File: src/rtl/bpa_pkg.sv
package bpa_pkg;
  localparam int MAX_BITS = 8;
  localparam int PLANE_W  = $clog2(MAX_BITS);
  localparam int CODE_W   = 8;

  typedef struct packed {
    logic               clrAcc;
    logic               accEn;
    logic [PLANE_W-1:0] plane;
    logic               loadRes;
  } strobe_t;
endpackage

File: src/rtl/bpa_colmux.sv
module bpa_colmux
  import bpa_pkg::*;
#(
  parameter int NUM_COLS = 16,
  parameter int ROW_W    = 12,
  parameter int VAL_W    = ROW_W + 2,
  localparam int COL_W   = $clog2(NUM_COLS),
  localparam int IDX_W   = COL_W + 4
) (
  input  logic [NUM_COLS*CODE_W-1:0]      adcCodes,
  input  logic [COL_W-1:0]                colBase,
  input  logic [PLANE_W-1:0]              bitsA,
  input  logic                            xnorMode,
  input  logic [ROW_W-1:0]                rowCount,
  output logic [MAX_BITS-1:0][VAL_W-1:0]  laneVal
);
  logic [CODE_W-1:0] codeArr [NUM_COLS];

  for (genvar c = 0; c < NUM_COLS; c++) begin : g_unpack
    assign codeArr[c] = adcCodes[c*CODE_W +: CODE_W];
  end

  for (genvar lane = 0; lane < MAX_BITS; lane++) begin : g_lane
    logic [IDX_W-1:0]        idx;
    logic                    inUse;
    logic [CODE_W-1:0]       code;
    logic signed [VAL_W-1:0] twice;
    logic signed [VAL_W-1:0] rows;

    assign idx   = IDX_W'(colBase) + IDX_W'(lane);
    assign inUse = (PLANE_W'(lane) <= bitsA) && (idx < IDX_W'(NUM_COLS));
    assign code  = inUse ? codeArr[idx[COL_W-1:0]] : '0;
    assign twice = VAL_W'({code, 1'b0});
    assign rows  = VAL_W'(rowCount);

    always_comb begin
      if (!inUse)        laneVal[lane] = '0;
      else if (xnorMode) laneVal[lane] = twice - rows;
      else               laneVal[lane] = VAL_W'(code);
    end
  end
endmodule

File: src/rtl/bpa_datapath.sv
module bpa_datapath
  import bpa_pkg::*;
#(
  parameter int VAL_W  = 14,
  parameter int ACC_W  = 40,
  parameter int LEXP_W = 5,
  parameter int GEXP_W = 4,
  localparam int PART_W = VAL_W + MAX_BITS + 1,
  localparam int PROD_W = ACC_W + 10,
  localparam int WIDE_W = PROD_W + (1 << GEXP_W) + 2
) (
  input  logic                           clk,
  input  logic                           rstN,
  input  strobe_t                        st,
  input  logic [MAX_BITS-1:0][VAL_W-1:0] laneVal,
  input  logic [PLANE_W-1:0]             bitsA,
  input  logic [PLANE_W-1:0]             bitsX,
  input  logic                           signedMode,
  input  logic                           relu,
  input  logic [8:0]                     localScale,
  input  logic [LEXP_W-1:0]              localExp,
  input  logic [10:0]                    localOffset,
  input  logic [GEXP_W-1:0]              globalExp,
  input  logic [31:0]                    globalOffset,
  output logic [31:0]                    result
);
  logic signed [PART_W-1:0] partial;
  logic signed [ACC_W-1:0]  term;
  logic signed [ACC_W-1:0]  acc;
  logic signed [PROD_W-1:0] prod;
  logic signed [WIDE_W-1:0] wide;
  logic                     negPlane;
  logic                     posOv;
  logic                     negOv;
  logic [31:0]              sat32;
  logic [31:0]              finalVal;

  // weighted sum across matrix-bit lanes of one plane
  always_comb begin
    partial = '0;
    for (int j = 0; j < MAX_BITS; j++) begin
      logic signed [PART_W-1:0] shifted;
      shifted = PART_W'(signed'(laneVal[j])) <<< j;
      if (signedMode && (PLANE_W'(j) == bitsA)) partial = partial - shifted;
      else                                      partial = partial + shifted;
    end
  end

  assign negPlane = signedMode && (st.plane == bitsX);
  assign term     = ACC_W'(partial) <<< st.plane;

  always_ff @(posedge clk or negedge rstN) begin
    if (!rstN)          acc <= '0;
    else if (st.clrAcc) acc <= '0;
    else if (st.accEn)  acc <= negPlane ? acc - term : acc + term;
  end

  // affine chain
  always_comb begin
    prod = PROD_W'(acc) * PROD_W'(signed'({1'b0, localScale}));
    wide = WIDE_W'(prod >>> localExp);
    wide = wide + WIDE_W'(signed'(localOffset));
    wide = wide <<< globalExp;
    wide = wide + WIDE_W'(signed'(globalOffset));
  end

  assign posOv    = !wide[WIDE_W-1] && (|wide[WIDE_W-2:31]);
  assign negOv    =  wide[WIDE_W-1] && !(&wide[WIDE_W-2:31]);
  assign sat32    = posOv ? 32'h7FFF_FFFF : (negOv ? 32'h8000_0000 : wide[31:0]);
  assign finalVal = (relu && sat32[31]) ? 32'h0 : sat32;

  always_ff @(posedge clk or negedge rstN) begin
    if (!rstN)           result <= '0;
    else if (st.loadRes) result <= finalVal;
  end
endmodule

File: src/rtl/bpa_ctrl.sv
module bpa_ctrl
  import bpa_pkg::*;
(
  input  logic               clk,
  input  logic               rstN,
  input  logic               start,
  input  logic               adcValid,
  input  logic               outReady,
  input  logic [PLANE_W-1:0] bitsX,
  output strobe_t            st,
  output logic               outValid,
  output logic               done
);
  typedef enum logic [1:0] {S_IDLE, S_ACCUM, S_SCALE, S_HOLD} state_t;

  state_t             state;
  logic [PLANE_W-1:0] plane;

  always_comb begin
    st.clrAcc  = (state == S_IDLE) && start;
    st.accEn   = (state == S_ACCUM) && adcValid;
    st.plane   = plane;
    st.loadRes = (state == S_SCALE);
  end

  assign outValid = (state == S_HOLD);

  always_ff @(posedge clk or negedge rstN) begin
    if (!rstN) begin
      state <= S_IDLE;
      plane <= '0;
      done  <= 1'b0;
    end else begin
      done <= (state == S_SCALE);
      unique case (state)
        S_IDLE: if (start) begin
          state <= S_ACCUM;
          plane <= '0;
        end
        S_ACCUM: if (adcValid) begin
          if (plane == bitsX) state <= S_SCALE;
          else                plane <= plane + 1'b1;
        end
        S_SCALE: state <= S_HOLD;
        S_HOLD:  if (outReady) state <= S_IDLE;
        default: state <= S_IDLE;
      endcase
    end
  end
endmodule

File: src/rtl/bitplane_accum_scale.sv
module bitplane_accum_scale
  import bpa_pkg::*;
#(
  parameter int NUM_COLS = 16,
  parameter int ROW_W    = 12,
  parameter int ACC_W    = 40,
  parameter int LEXP_W   = 5,
  parameter int GEXP_W   = 4,
  localparam int COL_W   = $clog2(NUM_COLS),
  localparam int VAL_W   = ROW_W + 2
) (
  input  logic                       clk,
  input  logic                       rstN,
  input  logic                       start,
  input  logic                       adcValid,
  input  logic [NUM_COLS*CODE_W-1:0] adcCodes,
  input  logic [COL_W-1:0]           cfgColBase,
  input  logic [PLANE_W-1:0]         cfgBitsA,
  input  logic [PLANE_W-1:0]         cfgBitsX,
  input  logic                       cfgXnor,
  input  logic                       cfgSigned,
  input  logic [ROW_W-1:0]           cfgRowCount,
  input  logic [8:0]                 cfgLocalScale,
  input  logic [LEXP_W-1:0]          cfgLocalExp,
  input  logic [10:0]                cfgLocalOffset,
  input  logic [GEXP_W-1:0]          cfgGlobalExp,
  input  logic [31:0]                cfgGlobalOffset,
  input  logic                       cfgRelu,
  input  logic                       outReady,
  output logic                       outValid,
  output logic                       done,
  output logic [31:0]                result
);
  strobe_t                        st;
  logic [MAX_BITS-1:0][VAL_W-1:0] laneVal;

  bpa_ctrl u_ctrl (
    .clk(clk), .rstN(rstN), .start(start), .adcValid(adcValid),
    .outReady(outReady), .bitsX(cfgBitsX), .st(st),
    .outValid(outValid), .done(done)
  );

  bpa_colmux #(.NUM_COLS(NUM_COLS), .ROW_W(ROW_W), .VAL_W(VAL_W)) u_colmux (
    .adcCodes(adcCodes), .colBase(cfgColBase), .bitsA(cfgBitsA),
    .xnorMode(cfgXnor), .rowCount(cfgRowCount), .laneVal(laneVal)
  );

  bpa_datapath #(.VAL_W(VAL_W), .ACC_W(ACC_W), .LEXP_W(LEXP_W), .GEXP_W(GEXP_W)) u_dp (
    .clk(clk), .rstN(rstN), .st(st), .laneVal(laneVal),
    .bitsA(cfgBitsA), .bitsX(cfgBitsX), .signedMode(cfgSigned), .relu(cfgRelu),
    .localScale(cfgLocalScale), .localExp(cfgLocalExp), .localOffset(cfgLocalOffset),
    .globalExp(cfgGlobalExp), .globalOffset(cfgGlobalOffset), .result(result)
  );
endmodule

File: config.mk
export PLATFORM = sky130hd
export DESIGN_NAME = bitplane_accum_scale
export DESIGN_NICKNAME = d
export VERILOG_FILES = /design/src/rtl/bpa_pkg.sv /design/src/rtl/bpa_colmux.sv /design/src/rtl/bpa_datapath.sv /design/src/rtl/bpa_ctrl.sv /design/src/rtl/bitplane_accum_scale.sv
export SDC_FILE = /design/constraint.sdc
export NUM_CORES = 2
export LEC_CHECK = 0
export BUFFER_PORTS_ARGS = -buffer_cell sky130_fd_sc_hd__buf_4
export CORE_MARGIN = 4
export CORE_UTILIZATION = 44
export CTS_BUF_LIST = sky130_fd_sc_hd__clkbuf_2
export CTS_CLUSTER_SIZE = 14
export DETAILED_ROUTE_END_ITERATION = 7
export PLACE_DENSITY = 0.63
export SLEW_MARGIN = 10
export SYNTH_ARGS = -nofsm -noshare
export SYNTH_HDL_FRONTEND = slang
export SYNTH_SLANG_ARGS = --single-unit
File: constraint.sdc
create_clock -name clk -period 29.6 [get_ports clk]
set_input_delay 1.48 -clock clk [delete_from_list [all_inputs] [get_ports clk]]
set_output_delay 1.48 -clock clk [all_outputs]
set_load 0.02 [all_outputs]
# ---- After elaboration in Yosys (flattened, before gate mapping)
# Cells that the tools add are included.
# W data, S select, Z words.
dict set report totals {
  out_inout_bits 34
  input_bits 219
  ff_bits 78
}
dict set report op_classes {
  n_addsub 35
  n_mul 1
  n_eq_ne 16
  n_lt_le_gt_ge 24
  mux 71
  reduce_logical 32
  n_bitwise 8
  shift 3
}
# op n
set ops {}
lappend ops {{$bmux W8 S4} 8}
lappend ops {{$mux W14} 16}
lappend ops {{$mux W8} 24}
lappend ops {{$mux W23} 8}
lappend ops {{$mux W40} 3}
lappend ops {{$sub A9 B12 Y13} 8}
lappend ops {{$mux W32} 3}
lappend ops {{$add A68 B11 Y68} 1}
lappend ops {{$add A68 B32 Y68} 1}
lappend ops {{$sshl A68 B4 Y68} 1}
lappend ops {{$sshr A50 B5 Y68} 1}
lappend ops {{$lt A8 B5 Y1 const B} 7}
lappend ops {{$mul A40 B10 Y50} 1}
lappend ops {{$add A40 B40 Y40} 1}
lappend ops {{$ge A5 B5 Y1 const B} 8}
lappend ops {{$not A4 Y5} 8}
lappend ops {{$sshl A23 B3 Y40} 1}
lappend ops {{$sub A40 B40 Y40} 1}
lappend ops {{$reduce_and A36 Y1} 1}
lappend ops {{$reduce_or A36 Y1} 1}
lappend ops {{$add A23 B15 Y23} 1}
lappend ops {{$add A23 B16 Y23} 1}
lappend ops {{$add A23 B17 Y23} 1}
lappend ops {{$add A23 B18 Y23} 1}
lappend ops {{36 further kinds} 83}

# ---- Depth between registers and ports, before layout
dict set report depth {
  depth_word 29
  depth_mapped 91
  depth_no_buf 83
}

# ---- Hierarchy
# Synthesis repeated with hierarchy kept, for this count alone.
dict set report unflattened {
  cells_unflattened 6268
  area_unflattened_um2 49728.9
}
# module cells_per_inst area_each_um2 seq_area_each_um2 n_inst
set modules_own_cells {}
lappend modules_own_cells {bpa_datapath 5088 39198.8 1801.7 1}
lappend modules_own_cells {bpa_colmux 1138 10105.9 0.0 1}
lappend modules_own_cells {bpa_ctrl 42 424.2 150.1 1}

# ---- Worst setup path before layout
# Ideal clock, no wire load.
dict set report synth_path {
  path_type {input to register}
  startpoint {input cfgColBase[1]}
  endpoint {register u_dp.acc[39]}
  slack_ps 11517
  t_required_ps 29467
  arrival_ps 17950
  n_path_buf 8
  cell_stages 83
  cell_sequence {buf_6 > buf_6 > buf_6 > buf_4 > buf_2 > inv_1 > ha_1 > buf_2 > clkbuf_1 > clkbuf_1 > mux4_2 > mux4_2 > and2_1 > ha_1 > o21ai_0 > nand2_1 > xnor2_1 > and3_1 > [... 47 more ...] > a21boi_2 > a21oi_1 > xor2_1 > ha_1 > a21o_1 > a21o_1 > a21oi_1 > nor2_1 > a41oi_1 > o211ai_1 > nand3_1 > a31oi_1 > a41oi_1 > or2_2 > a21oi_1 > a311oi_1 > o31a_1 > nor3_2}
}
dict set report synth_between {
  elab_chain_cells 29
}
# element line_no
set synth_rtl {}
lappend synth_rtl {{from (decl)} bitplane_accum_scale.sv:17} ;# input logic [COL_W-1:0] cfgColBase,
lappend synth_rtl {{$not A4 Y5 (implied by the code)} bpa_colmux.sv:32} ;# assign code = inUse ? codeArr[idx[COL_W-1:0]] : '0;
lappend synth_rtl {{$bmux W8 S4} bpa_colmux.sv:32}
lappend synth_rtl {{$mux W8 (implied by the code) (2 in series)} bpa_colmux.sv:32}
lappend synth_rtl {{$mux W8} bpa_colmux.sv:32}
lappend synth_rtl {{$sub A9 B12 Y13} bpa_colmux.sv:38} ;# else if (xnorMode) laneVal[lane] = twice - rows;
lappend synth_rtl {{$mux W14} bpa_colmux.sv:38}
lappend synth_rtl {{$mux W14} bpa_colmux.sv:37} ;# if (!inUse) laneVal[lane] = '0;
lappend synth_rtl {{$sub A1 B14 Y15} bpa_datapath.sv:44} ;# if (signedMode && (PLANE_W'(j) == bitsA)) partial = partial - shifted;
lappend synth_rtl {{[... 11 more ...]} -}
lappend synth_rtl {{$add A23 B20 Y23 / $sub A23 B20 Y23 (equally long branches)} {bpa_datapath.sv:45, bpa_datapath.sv:44}}
lappend synth_rtl {{$mux W23} bpa_datapath.sv:44}
lappend synth_rtl {{$add A23 B21 Y23 / $sub A23 B21 Y23 (equally long branches)} {bpa_datapath.sv:45, bpa_datapath.sv:44}}
lappend synth_rtl {{$mux W23 (*)} bpa_datapath.sv:44}
lappend synth_rtl {{$sshl A23 B3 Y40 (*)} bpa_datapath.sv:50} ;# assign term = ACC_W'(partial) <<< st.plane;
lappend synth_rtl {{$add A40 B40 Y40 / $sub A40 B40 Y40 (equally long branches)} bpa_datapath.sv:55} ;# else if (st.accEn) acc <= negPlane ? acc - term : acc + term;
lappend synth_rtl {{$mux W40 (*) (2 in series)} bpa_datapath.sv:55}
lappend synth_rtl {{$mux W40 (*)} bpa_datapath.sv:54} ;# else if (st.clrAcc) acc <= '0;
lappend synth_rtl {{to (signal assigned)} bpa_datapath.sv:55}
lappend synth_rtl {{to (decl)} bpa_datapath.sv:29} ;# logic signed [ACC_W-1:0] acc;
# Every way passes the cells marked *; elsewhere a longest branch is shown, timed or not. The select of a mux whose other input is x is not followed.
# A chain may end at the register's enable or synchronous reset.

# ---- Worst setup path in the final report
# Same ends and word-level chain as after synthesis.

==> results.ini <==
[sta]
fin_skew_ps=91.9
slew_headroom=0.162
fmax_mhz=53.1
final-max-slew-violation-count=0
fin_crit_ps=18850
worstMarginPinSlew_ps=1250
hold_ws_ps=477
period_share=0.637
rsz0062_at_grt=false
setup_tns_ps=0
setup_viol=0
hold_violations=0

[synthesis]
syn_area_um2=49100
avgSynthCellArea_um2=7.74
synth-seq-cells=78
seq_area_frac_synth=0.0398
synthCells=6342
ys_types=104
synth_top_area_frac=0.126
synthArstFlopShare=1.00
synth_flop_cell=dfrtp_1
synthTopCellsByArea=fa_1 (13%), ha_1 (12%), mux4_2 (7.8%)
synth_edf_count=0
yosys_warnings=0
synth_nets=7338
yosys.area.top_type=fa_1

[worst_setup_path]
worstPathRequired_ps=30370
crit_slowest_cell=buf_4
max_stage_delay_ps=780
path_buf_inv=3
timing.rr.end=u_dp.result[6]
path_max_fanout=61
cp-start-kind=input port
cp-end-kind=register
critPathArrivalTime_ps=19620
reg2regPathDepth=61
worstSetupPathType=input port to register
rrSetupSlack_ps=12120
crit_family=compound AO/OA/AOI/OAI gates
regToRegStartpoint=u_dp.acc[11]

[die]
dieWidth_um=342
fp.dieH_um=342
start_util=0.444
core_um2=111000
std_cell_rows=122
dieArea_um2=117000
io_pins=253

[run_status]
outcome=finished clean

[clocking]
root_buffer=clkbuf_2
cts.sinks=78
post_cts_resized=0
path_clk_slew_ps=370
hold_buffers=0
cts_tree=done
cts_max_level=3
cts.path.max_buffers=2
clk_latency_ps=840
cts_setup_buffers=0
cts_buffers=9

[cells_and_area]
syn_to_final_growth_pct=5.93
drive_gt1_frac=0.107
fin_area_um2=52000
multi_input_area_um2=43800
seqCellArea_um2=1950
fin_cells=7837
fill_cells=11100
nNetsFinal=7339

[grt]
grtUsageTotal=0.272
grt_pass1_wl_um=256000
grt_pass1_vias=45000
antenna_found_initial=4
grt-ovfl-total=0
grt_max_degree=62

[run]
drv_cap=0

[detailed_routing]
routed_wirelength_um=162000
dr.max_layer_used=met5
first_pass_iters=6
drtIter0Drc=3949
wl_met3_um=10400
wire_per_inst_um=20.7
vias_per_cell=6.02
antenna_left=0
vias=47200
m1WireLength_um=72200
wl_met2_um=71900
drc=0

[place]
postPlaceCellArea_um2=51900
routabilityCongestion=0.993
place_inst=7820
numPortBuffers=252
hpwl_um=134000

[hold_path]
min-delay-path-class=input port to asynchronous set/reset pin

## cell families (layout without fill, tap and decap cells)
logic type / after synthesis / count (layout) / synth area share
AOI/OAI and AO/OA: 1606 / 1606 / 0.210
xor gates and xnor gates: 446 / 446 / 0.0815
muxes: 536 / 536 / 0.155
and+or+nand+nor: 2048 / 2048 / 0.199
other: 0 / 1 / 0
DFF: 78 / 78 / 0.0398
buffers and inverters: 848 / 854 / 0.0679
adders and majority gates: 780 / 780 / 0.246
## how the worst max path moves through the flow
stage	from	endpoint	slack [ps]	depth (start not counted)
after floorplan	cfgColBase[1]	u_dp.acc[39]	11520	83
after global placement	cfgColBase[1]	u_dp.acc[39]	10420	78
after detailed placement	cfgColBase[1]	u_dp.acc[39]	10070	77
after CTS	cfgColBase[1]	u_dp.acc[39]	11030	77
after global routing	cfgColBase[1]	u_dp.acc[39]	9050	77
final	cfgColBase[1]	u_dp.acc[39]	10750	77
## worst reg2reg max path: cells and delay by family (launching register included)
| family | cells | cell delay, ps |
|---|---|---|
| xor gates and xnor gates | 3 | 600 |
| AOI/OAI and AO/OA | 26 | 8260 |
| muxes | 3 | 920 |
| buffers and inverters | 6 | 670 |
| and+or+nand+nor | 15 | 2430 |
| adders and majority gates | 8 | 3830 |
| DFF | 1 | 710 |
## metrics by stage
stage | worst slack, ps | utilization
after global placement | 10420 | 0.469
after CTS | 11030 | 0.470
final | 10750 | 0.470
after floorplan | 11520 | -
after global routing | 9050 | 0.470
after detailed placement | 10070 | 0.469
## metal layers
metal / vias to the layer above / global-route usage
met5: - / 0
met4: 2 / 0.113
met3: 270 / 0.0308
met2: 1746 / 0.428
met1: 22700 / 0.379
li1: 22400 / -
## layout make-up
class | instances | area share
clock inverters | 7 | 0.00120
repair buffers | 294 | 0.0425
clock buffers | 9 | 0.000866
well taps | 1488 | 0.0358
diodes | 1 | 0.0000481
inverters | 544 | 0.0393
multi-input cells | 5416 | 0.843
flip-flops and latches | 78 | 0.0375
## sequential cells by signal (all words and copies together), names as in the netlist
register      cells
u_dp.acc         40
u_dp.result      32
u_ctrl.plane      3
u_ctrl.state      2
u_ctrl.done       1
## synthesized netlist by cell type, types with 39 or more instances
cell type and instances:
nand3_1 92, nor2b_1 78, fa_1 308, inv_1 535, dfrtp_1 78, xor2_1 154
nand2_1 574, a21boi_0 42, a211oi_1 51, ha_1 469, nor2_1 580, nand4_1 45
xnor2_1 285, mux2_2 118, and3_1 48, a31oi_1 66, mux2i_1 249, o21a_1 74
clkbuf_1 229, o211ai_1 39, a21oi_1 470, o21ai_0 355, buf_1 41, a21o_1 134
nand2b_1 72, or3_1 40, mux4_2 169, nor3_1 93, and2_1 323, o21bai_1 53
## layout by cell type (no fill, tap or decap), types with 93 or more instances in the layout
| cell | count |
|---|---|
| inv_1 | 534 |
| ha_1 | 468 |
| a21oi_1 | 470 |
| mux4_2 | 169 |
| nand2_1 | 573 |
| buf_4 | 293 |
| o21ai_0 | 355 |
| and2_1 | 323 |
| a21o_1 | 134 |
| mux2_2 | 118 |
| fa_1 | 308 |
| nor3_1 | 93 |
| xnor2_1 | 285 |
| xor2_1 | 152 |
| nor2_1 | 580 |
| mux2i_1 | 249 |
Power is not shown: default switching activity piles up to over one toggle a cycle in this logic, so the estimate is an artifact.
